===== src/rtl/ea_pkg.sv =====
package ea_pkg;

    localparam int AW = 16;
    localparam int DW = 8;
    localparam int PAGE_BITS = AW - DW;

    typedef logic [AW-1:0] addr_t;
    typedef logic [DW-1:0] byte_t;

    typedef enum logic [3:0] {
        AM_ACC  = 4'd0,
        AM_IMM  = 4'd1,
        AM_ZP   = 4'd2,
        AM_ZPX  = 4'd3,
        AM_ZPY  = 4'd4,
        AM_ABS  = 4'd5,
        AM_ABSX = 4'd6,
        AM_ABSY = 4'd7,
        AM_REL  = 4'd8,
        AM_IND  = 4'd9,
        AM_INDX = 4'd10,
        AM_INDY = 4'd11
    } mode_e;

    typedef enum logic [1:0] {
        PS_IDLE,
        PS_LO,
        PS_HI,
        PS_WAIT
    } pstate_e;

    // Where the two pointer bytes come from, and what is added afterwards.
    typedef struct packed {
        addr_t first;
        addr_t second;
        byte_t post_add;
        logic  in_page0;
    } ptr_plan_t;

    function automatic addr_t page0(input byte_t b);
        return {{PAGE_BITS{1'b0}}, b};
    endfunction

    function automatic addr_t sext(input byte_t b);
        return {{PAGE_BITS{b[DW-1]}}, b};
    endfunction

    function automatic logic needs_ptr(input logic [3:0] m);
        return (m == AM_IND) || (m == AM_INDX) || (m == AM_INDY);
    endfunction

    function automatic ptr_plan_t plan_ptr(input logic [3:0] m, input byte_t lo,
                                           input byte_t hi, input byte_t x,
                                           input byte_t y);
        ptr_plan_t p;
        byte_t     z;
        p = '0;
        z = '0;
        case (m)
            AM_IND: begin
                p.first  = {hi, lo};
                p.second = addr_t'({hi, lo} + addr_t'(1));
            end
            AM_INDX: begin
                z          = byte_t'(lo + x);
                p.first    = page0(z);
                p.second   = page0(byte_t'(z + byte_t'(1)));
                p.in_page0 = 1'b1;
            end
            default: begin
                p.first    = page0(lo);
                p.second   = page0(byte_t'(lo + byte_t'(1)));
                p.post_add = y;
                p.in_page0 = 1'b1;
            end
        endcase
        return p;
    endfunction

endpackage


===== src/rtl/ea_direct.sv =====
module ea_direct
    import ea_pkg::*;
(
    input  logic [3:0] mode,
    input  byte_t      op_lo,
    input  byte_t      op_hi,
    input  byte_t      idx_x,
    input  byte_t      idx_y,
    input  addr_t      pc_next,
    output addr_t      ea,
    output logic       has_addr,
    output logic       indirect
);

    addr_t full;
    assign full = {op_hi, op_lo};

    always_comb begin
        ea       = '0;
        has_addr = 1'b0;
        indirect = needs_ptr(mode);
        case (mode)
            AM_ZP: begin
                ea       = page0(op_lo);
                has_addr = 1'b1;
            end
            AM_ZPX: begin
                ea       = page0(byte_t'(op_lo + idx_x));
                has_addr = 1'b1;
            end
            AM_ZPY: begin
                ea       = page0(byte_t'(op_lo + idx_y));
                has_addr = 1'b1;
            end
            AM_ABS: begin
                ea       = full;
                has_addr = 1'b1;
            end
            AM_ABSX: begin
                ea       = addr_t'(full + page0(idx_x));
                has_addr = 1'b1;
            end
            AM_ABSY: begin
                ea       = addr_t'(full + page0(idx_y));
                has_addr = 1'b1;
            end
            AM_REL: begin
                ea       = addr_t'(pc_next + sext(op_lo));
                has_addr = 1'b1;
            end
            default: begin
                ea       = '0;
                has_addr = 1'b0;
            end
        endcase
    end

endmodule


===== src/rtl/ea_ptr_seq.sv =====
module ea_ptr_seq
    import ea_pkg::*;
(
    input  logic       clk,
    input  logic       rst,
    input  logic       launch,
    input  logic [3:0] mode,
    input  byte_t      op_lo,
    input  byte_t      op_hi,
    input  byte_t      idx_x,
    input  byte_t      idx_y,
    input  byte_t      rdata,
    output logic       rd,
    output addr_t      rd_addr,
    output logic       fin,
    output addr_t      result,
    output logic       active
);

    pstate_e   state_q;
    ptr_plan_t plan_q;
    byte_t     lo_byte_q;

    always_ff @(posedge clk) begin
        if (rst) begin
            state_q <= PS_IDLE;
        end else begin
            case (state_q)
                PS_IDLE: if (launch) state_q <= PS_LO;
                PS_LO:   state_q <= PS_HI;
                PS_HI:   state_q <= PS_WAIT;
                default: state_q <= PS_IDLE;
            endcase
        end
    end

    always_ff @(posedge clk) begin
        if (state_q == PS_IDLE && launch) begin
            plan_q <= plan_ptr(mode, op_lo, op_hi, idx_x, idx_y);
        end
        if (state_q == PS_HI) begin
            lo_byte_q <= rdata;
        end
    end

    assign rd      = (state_q == PS_LO) || (state_q == PS_HI);
    assign rd_addr = (state_q == PS_HI) ? plan_q.second : plan_q.first;
    assign fin     = (state_q == PS_WAIT);
    assign active  = (state_q != PS_IDLE);
    assign result  = addr_t'({rdata, lo_byte_q} + page0(plan_q.post_add));

    AST_PTR_IN_PAGE0: assert property (@(posedge clk) disable iff (rst)
        (rd && plan_q.in_page0) |-> (rd_addr[AW-1:DW] == '0));

    AST_PTR_NEXT_BYTE: assert property (@(posedge clk) disable iff (rst)
        (state_q == PS_HI) |-> (rd_addr[DW-1:0] == byte_t'($past(rd_addr[DW-1:0]) + byte_t'(1))));

    AST_NO_READ_AT_FIN: assert property (@(posedge clk) disable iff (rst)
        fin |-> !rd);

endmodule


===== src/rtl/ea_gen.sv =====
module ea_gen
    import ea_pkg::*;
(
    input  logic        clk,
    input  logic        rst,
    input  logic        start,
    input  logic [3:0]  mode,
    input  logic [7:0]  op_lo,
    input  logic [7:0]  op_hi,
    input  logic [7:0]  idx_x,
    input  logic [7:0]  idx_y,
    input  logic [15:0] pc_next,
    output logic        mem_rd,
    output logic [15:0] mem_addr,
    input  logic [7:0]  mem_rdata,
    output logic        busy,
    output logic        done,
    output logic        addr_valid,
    output logic [15:0] eff_addr
);

    addr_t      dir_ea;
    logic       dir_has;
    logic       dir_ind;
    addr_t      seq_result;
    logic       seq_fin;
    logic       seq_active;
    logic       done_q;
    logic       valid_q;
    addr_t      ea_q;
    logic [3:0] mode_q;
    logic       accept;
    logic       launch;

    assign accept = start && !seq_active && !done_q;
    assign launch = accept && dir_ind;

    ea_direct u_direct (
        .mode     (mode),
        .op_lo    (op_lo),
        .op_hi    (op_hi),
        .idx_x    (idx_x),
        .idx_y    (idx_y),
        .pc_next  (pc_next),
        .ea       (dir_ea),
        .has_addr (dir_has),
        .indirect (dir_ind)
    );

    ea_ptr_seq u_seq (
        .clk     (clk),
        .rst     (rst),
        .launch  (launch),
        .mode    (mode),
        .op_lo   (op_lo),
        .op_hi   (op_hi),
        .idx_x   (idx_x),
        .idx_y   (idx_y),
        .rdata   (mem_rdata),
        .rd      (mem_rd),
        .rd_addr (mem_addr),
        .fin     (seq_fin),
        .result  (seq_result),
        .active  (seq_active)
    );

    always_ff @(posedge clk) begin
        if (rst) begin
            done_q  <= 1'b0;
            valid_q <= 1'b0;
            ea_q    <= '0;
            mode_q  <= '0;
        end else begin
            done_q <= 1'b0;
            if (accept) begin
                mode_q <= mode;
            end
            if (accept && !dir_ind) begin
                done_q  <= 1'b1;
                ea_q    <= dir_ea;
                valid_q <= dir_has;
            end else if (seq_fin) begin
                done_q  <= 1'b1;
                ea_q    <= seq_result;
                valid_q <= 1'b1;
            end
        end
    end

    assign done       = done_q;
    assign busy       = seq_active || done_q;
    assign addr_valid = valid_q;
    assign eff_addr   = ea_q;

    AST_DONE_SINGLE: assert property (@(posedge clk) disable iff (rst)
        done |=> !done);

    AST_IDLE_AFTER_DONE: assert property (@(posedge clk) disable iff (rst)
        done |=> !busy);

    AST_RESULT_HELD: assert property (@(posedge clk) disable iff (rst)
        (!busy && !start) |=> ($stable(eff_addr) && $stable(addr_valid)));

    AST_NO_ADDR_MODES: assert property (@(posedge clk) disable iff (rst)
        (done && (mode_q == AM_ACC || mode_q == AM_IMM)) |-> !addr_valid);

    AST_PAGE0_RESULT: assert property (@(posedge clk) disable iff (rst)
        (done && (mode_q == AM_ZP || mode_q == AM_ZPX || mode_q == AM_ZPY))
            |-> (eff_addr[15:8] == 8'h00));

    AST_READ_ONLY_BUSY: assert property (@(posedge clk) disable iff (rst)
        mem_rd |-> (busy && !done));

endmodule


===== config.mk =====
export PLATFORM = sky130hd
export DESIGN_NAME = ea_gen
export DESIGN_NICKNAME = d
export VERILOG_FILES = /design/src/rtl/ea_pkg.sv /design/src/rtl/ea_direct.sv /design/src/rtl/ea_ptr_seq.sv /design/src/rtl/ea_gen.sv
export SDC_FILE = /design/constraint.sdc
export NUM_CORES = 1
export LEC_CHECK = 0
export BUFFER_PORTS_ARGS = -buffer_cell sky130_fd_sc_hd__buf_2
export CORE_MARGIN = 3
export CORE_UTILIZATION = 40
export DETAILED_ROUTE_END_ITERATION = 8
export PLACE_DENSITY = 0.7
export RECOVER_POWER = 25
export SETUP_SLACK_MARGIN = 0.3
export SYNTH_ARGS = -nofsm -noshare
export SYNTH_HDL_FRONTEND = slang
export SYNTH_SLANG_ARGS = --single-unit

===== constraint.sdc =====
create_clock -name clk -period 4.23 [get_ports clk]
set_input_delay 0.423 -clock clk [delete_from_list [all_inputs] [get_ports clk]]
set_output_delay 0.423 -clock clk [all_outputs]
set_load 0.05 [all_outputs]

After elaboration in Yosys (flattened, before gate mapping):

Index checks and enable logic that the tools add are counted.

* bits in registers: 68
* input bits: 63
* output and inout bits: 36
* logic and storage cells: 60

* $add $sub $neg: 9
* equal/unequal tests: 14
* mux-type cells: 12
* reductions and logical operators: 17

Operators with widths (number)
* 16-bit one-hot mux with 7 select lines: 1
* 32-bit one-hot mux with 2 select lines: 1
* 16-bit by 8-bit adder with 16-bit output: 3
* 16-bit 2-to-1 mux: 3
* 16-bit by 1-bit adder with 16-bit output, second input constant: 1
* 16-bit adder: 1
* 8-bit by 1-bit adder with 8-bit output, second input constant: 2
* 8-bit adder: 2
* 4-bit by 3-bit equality test with 1-bit output, second input constant: 4
* 4-bit equality test, second input constant: 4
* 4-bit by 2-bit equality test with 1-bit output, second input constant: 2
* 7-bit OR reduction: 1
* 2-bit one-hot mux with 3 select lines: 1
* 1-bit logical AND: 5
* 1-bit 2-to-1 mux: 5
* 2-bit equality test, second input constant: 2
* 1-bit logical OR: 4
* 2-bit nonzero test: 2
* 1-bit zero test: 3
* 2-bit by 1-bit equality test with 1-bit output, second input constant: 1
* 2-bit zero test: 1
* 2-bit 2-to-1 mux: 1
* 2-bit by 1-bit != test with 1-bit output, second input constant: 1
* 2-bit OR reduction: 1

Logic depth before layout (Yosys ltp):

* word-level depth: 7
* mapped depth: 14
* mapped depth without buffers: 13

By module:

A second synthesis with hierarchy kept.

* cell total of the unflattened synthesis: 657
* area, all modules: 6268.5 µm²

By module, submodules not included
* ea_ptr_seq: instances 1, cells each 298, area an instance 3264.4 µm², sequential area each 1481.4 µm²
* ea_direct: instances 1, cells each 276, area an instance 2103.3 µm², sequential area each 0.0 µm²
* ea_gen: instances 1, cells each 83, area an instance 900.9 µm², sequential area each 360.3 µm²

Worst setup path before layout:

Ideal clock, no wire load.

* kind: input -> register
* from: input mode[2]
* to: register u_seq.state_q[1]
* setup time: 0.128 ns
* data arrival time: 4.196 ns
* required time: 4.102 ns
* setup slack: -0.094 ns
* stages: 6
* path buffers: 1
* path through: buf_4 nand2b_1 nor3_1 nand2b_1 mux2i_1 nor2_1

* word-level cells in the longest chain between the ends: 5
* elaborated cells on any way between the ends: 7
* classes of those cells: 4 x eq/ne; 3 x reduce/logical

Ends and longest elaborated chain
* start, declared: line ea_gen.sv:7 `input logic [3:0] mode,`
* 4-bit equality test: line ea_pkg.sv:49 `return (m == AM_IND) || (m == AM_INDX) || (m == AM_INDY);`
* 1-bit logical OR: line ea_pkg.sv:49
* 1-bit logical OR *: line ea_pkg.sv:49
* 1-bit logical AND *: line ea_gen.sv:36 `assign launch = accept && dir_ind;`
* 2-bit by 1-bit != test with 1-bit output (no source line) *
* end signal, assigned: line ea_ptr_seq.sv:26 `state_q <= PS_IDLE;`
* end signal, assigned: line ea_ptr_seq.sv:29 `PS_IDLE: if (launch) state_q <= PS_LO;`
* end signal, assigned: line ea_ptr_seq.sv:30 `PS_LO: state_q <= PS_HI;`
* end, declared: line ea_ptr_seq.sv:20 `pstate_e state_q;`

Every way passes the cells marked *; elsewhere a longest branch is shown, timed or not.
A chain may end at the register's enable or synchronous reset.

Worst setup path after layout:

* from: input mode[2]
* to: register ea_q[15] (netlist: eff_addr[15])

* word-level cells in the longest chain between the ends: 6
* elaborated cells on any way between the ends: 17
* classes of those cells: 10 x eq/ne; 2 x mux; 5 x reduce/logical

Ends and longest elaborated chain
* 4-bit equality test: line ea_pkg.sv:49
* 1-bit logical OR (2 in a row): line ea_pkg.sv:49
* 1-bit zero test: line ea_gen.sv:78 `if (accept && !dir_ind) begin`
* 1-bit logical AND: line ea_gen.sv:78
* 16-bit 2-to-1 mux / 2-bit nonzero test (equally long branches)
* end signal, assigned: line ea_gen.sv:80 `ea_q <= dir_ea;`
* end signal, assigned: line ea_gen.sv:84 `ea_q <= seq_result;`
* end, declared: line ea_gen.sv:30 `addr_t ea_q;`

Parallel ways exist; a longest one is shown, timed or not.

==> flow_summary_export.csv <==
group,metric,value,unit
pwr,ir_worst_vdd,0.000179,V
yosys,synth.largest_area_cell,"edfxtp_1",
detailed_routing,wl_per_cell,19.0,um
min_path,hold_class,"primary input to register",
detailed_routing,vias_per_cell,5.98,
critical_path,critPathMaxFanout,10,
yosys,syn_avg_cell_area,8.93,um^2
yosys,synth_warnings,0,
cts,path_clk_slew,60,ps
cts,clk_latency,340,ps
sta,layout_min_cycle_time,3710,ps
critical_path,path_delay_family,"compound AO/OA/AOI/OAI gates",
cts,htreeDepth,3,
critical_path,startpoint_type,"primary input",
grt,first_global_vias,5392,
sta,worst_slew_pin_slew,878,ps
place,routabilityCongestion,0.919,
sta,setup_viol,0,
die,die_area,0.0167,mm^2
die,start_util,0.413,
cts,cts.sinks,68,
sta,fmax,0.270,GHz
place,io_buffers,98,
finish,area_delta_synth_final,16.4,%
critical_path,critical_path_class,"primary input to register",
sta,rsz0062_at_grt,"false",
cts,hold_buffers,0,
grt,overflow,0,
finish,antenna_cells_inserted,0,
cts,root_buffer,"clkbuf_16",
sta,layout_setup_ws,520,ps
yosys,synth_fp_nets,800,
critical_path,path_buf_inv,1,
sta,finalCritPeriodShare,0.877,
detailed_routing,first_pass_iters,5,
status,status,"finished, final reports clean",
grt,grt_max_degree,40,
detailed_routing,drc,0,
grt,grt_pass1_wl,28600,um
finish,post_route_cells_drive_above_1_share,0.176,
critical_path,cp-end-kind,"register",
yosys,synth_cell_types,77,
yosys,yosys_most_used_dff,"edfxtp_1",
sta,relSlewSlack,0.414,
place,pre_cts_slack,419,ps
yosys,async_flop_share,0,
critical_path,r2r.worst_path.cells,8,
yosys,synth_cells,680,
pwr,p_per_area,380,mW/mm^2
cts,cts_tree,"built",
critical_path,r2r_slack,1630,ps
finish,n_fill_cell,1400,
die,die_h,129,um
critical_path,cp.required,4450,ps
min_path,whs_path_depth,1,
critical_path,slowest_stage,"a211oi_1",
critical_path,arrival,3930,ps
die,fp-row-count,44,
yosys,synth.ff_latch_count,68,
yosys,synth_top_area_frac,0.237,
detailed_routing,ant_nets,0,
pwr,p_leak,2.80,nW
yosys,syn_area,0.00607,mm^2
sta,hold_viol,0,
cts,cts_buffer_depth,2,
die,ios,99,
detailed_routing,wirelength,18300,um
die,core,0.0147,mm^2
finish,final_nets,895,
die,die_width,129,um
sta,tns,0,ps
yosys,ys_top_cells_by_area,"edfxtp_1, ha_1, dfxtp_1",
place,dp_hpwl,14400,um
detailed_routing,num_vias,5766,
critical_path,slowest_delay,460,ps
sta,finClkSkew,10.6,ps
sta,slew_violations,0,
cts,cts_buffers,9,
critical_path,cpMostUsedCell,"a211oi_1",
yosys,synth_edf_count,48,
run,drv_cap,0,
pwr,p_total,0.00269,W
grt,gr-usage-all-layers,0.219,
cts,post_cts_buffers,0,
yosys,seq_area_frac_synth,0.303,
cts,post_cts_resized,0,
detailed_routing,drtIter0Drc,493,
critical_path,crit_cells,12,
critical_path,path_cells,"clkbuf_1, nor2b_1, nand3_1, mux2_2, ha_1, a211oi_1, o21ai_0, a211oi_1, nand4b_1, o311ai_1, a41oi_1, or3b_1",
grt,antenna_found_initial,0,
[sequential cells by signal, indices dropped and copies added, names as in the netlist]
register and cells:
done 1, u_seq.plan_q 40, eff_addr 16, u_seq.lo_byte_q 8
u_seq.state_q 2, addr_valid 1
[cell usage after synthesis (all sizes together), types with 22 or more instances]
| cell | instances |
|---|---|
| nand2 | 52 |
| nor2 | 59 |
| a21oi | 47 |
| xnor2 | 22 |
| xor2 | 25 |
| ha | 52 |
| nor3 | 22 |
| o21ai | 40 |
| inv | 22 |
| nand3 | 23 |
| edfxtp | 48 |
| mux2 | 26 |
[layer usage]
metal,routed length (um),global-route usage,up-vias
met2,8620,0.358,257
met4,466,0.0778,0
met5,0,0,-
li1,-,-,2779
met1,8010,0.289,2692
met3,1260,0.0437,38
[cell families after synthesis]
kind of cell             count (synthesis)  share of synthesized area
AO/OA/AOI/OAI                          181                      0.201
XOR/XNOR                                47                     0.0678
adder cells (fa/ha/maj)                 57                      0.124
buffers and inverters                   44                     0.0303
flip-flops                              68                      0.303
multiplexers                            33                     0.0604
AND/OR/NAND/NOR                        250                      0.213
[path summary, 6_finish.rpt]
kind,startpoint,to
min,mem_rdata[7],u_seq.lo_byte_q[7]$_DFFE_PP_
min reg2reg,eff_addr[1]$_SDFFE_PP0P_,eff_addr[1]$_SDFFE_PP0P_
max,mode[2],eff_addr[15]$_SDFFE_PP0P_
max reg2reg,u_seq.plan_q[3]$_SDFFCE_PN0P_,eff_addr[15]$_SDFFE_PP0P_
[final cells by class]
| class | instances | area [um^2] | area share |
|---|---|---|---|
| clock buffers | 10 | 229 | 0.0324 |
| clock inverters | 6 | 103 | 0.0145 |
| inverters | 22 | 82.6 | 0.0117 |
| multi-input cells | 568 | 4070 | 0.575 |
| flip-flops and latches | 68 | 1840 | 0.261 |
| well taps | 184 | 230 | 0.0326 |
| repair buffers | 106 | 515 | 0.0729 |
[report_power, final]
part	internal [W]	total [W]	switching [W]	leakage, nW
sequential	0.000783	0.000815	0.0000316	0.604
combinational	0.000327	0.00102	0.000690	2.04
clock	0.000571	0.000853	0.000283	0.162
[placed cells by master (no fill, tap or decap), drive strengths merged, types with 14 or more instances in the layout]
cell / count
nor3: 22
xor2: 25
ha: 52
clkbuf: 34
dfxtp: 20
mux2: 26
a21oi: 47
xnor2: 22
nand2: 52
buf: 82
edfxtp: 48
nor2: 59
o21ai: 40
and3: 14
inv: 22
nand3: 23
[stage by stage]
stage,cells,area (um^2),hold slack (ps),util
finish,964,7070,306,0.481
detailed placement,948,6770,478,0.461
global route,964,7070,315,0.481
CTS,964,7100,278,0.483
global placement,948,6770,481,0.461
floorplan,680,6080,501,-
Power figures use the tool's default switching activity.
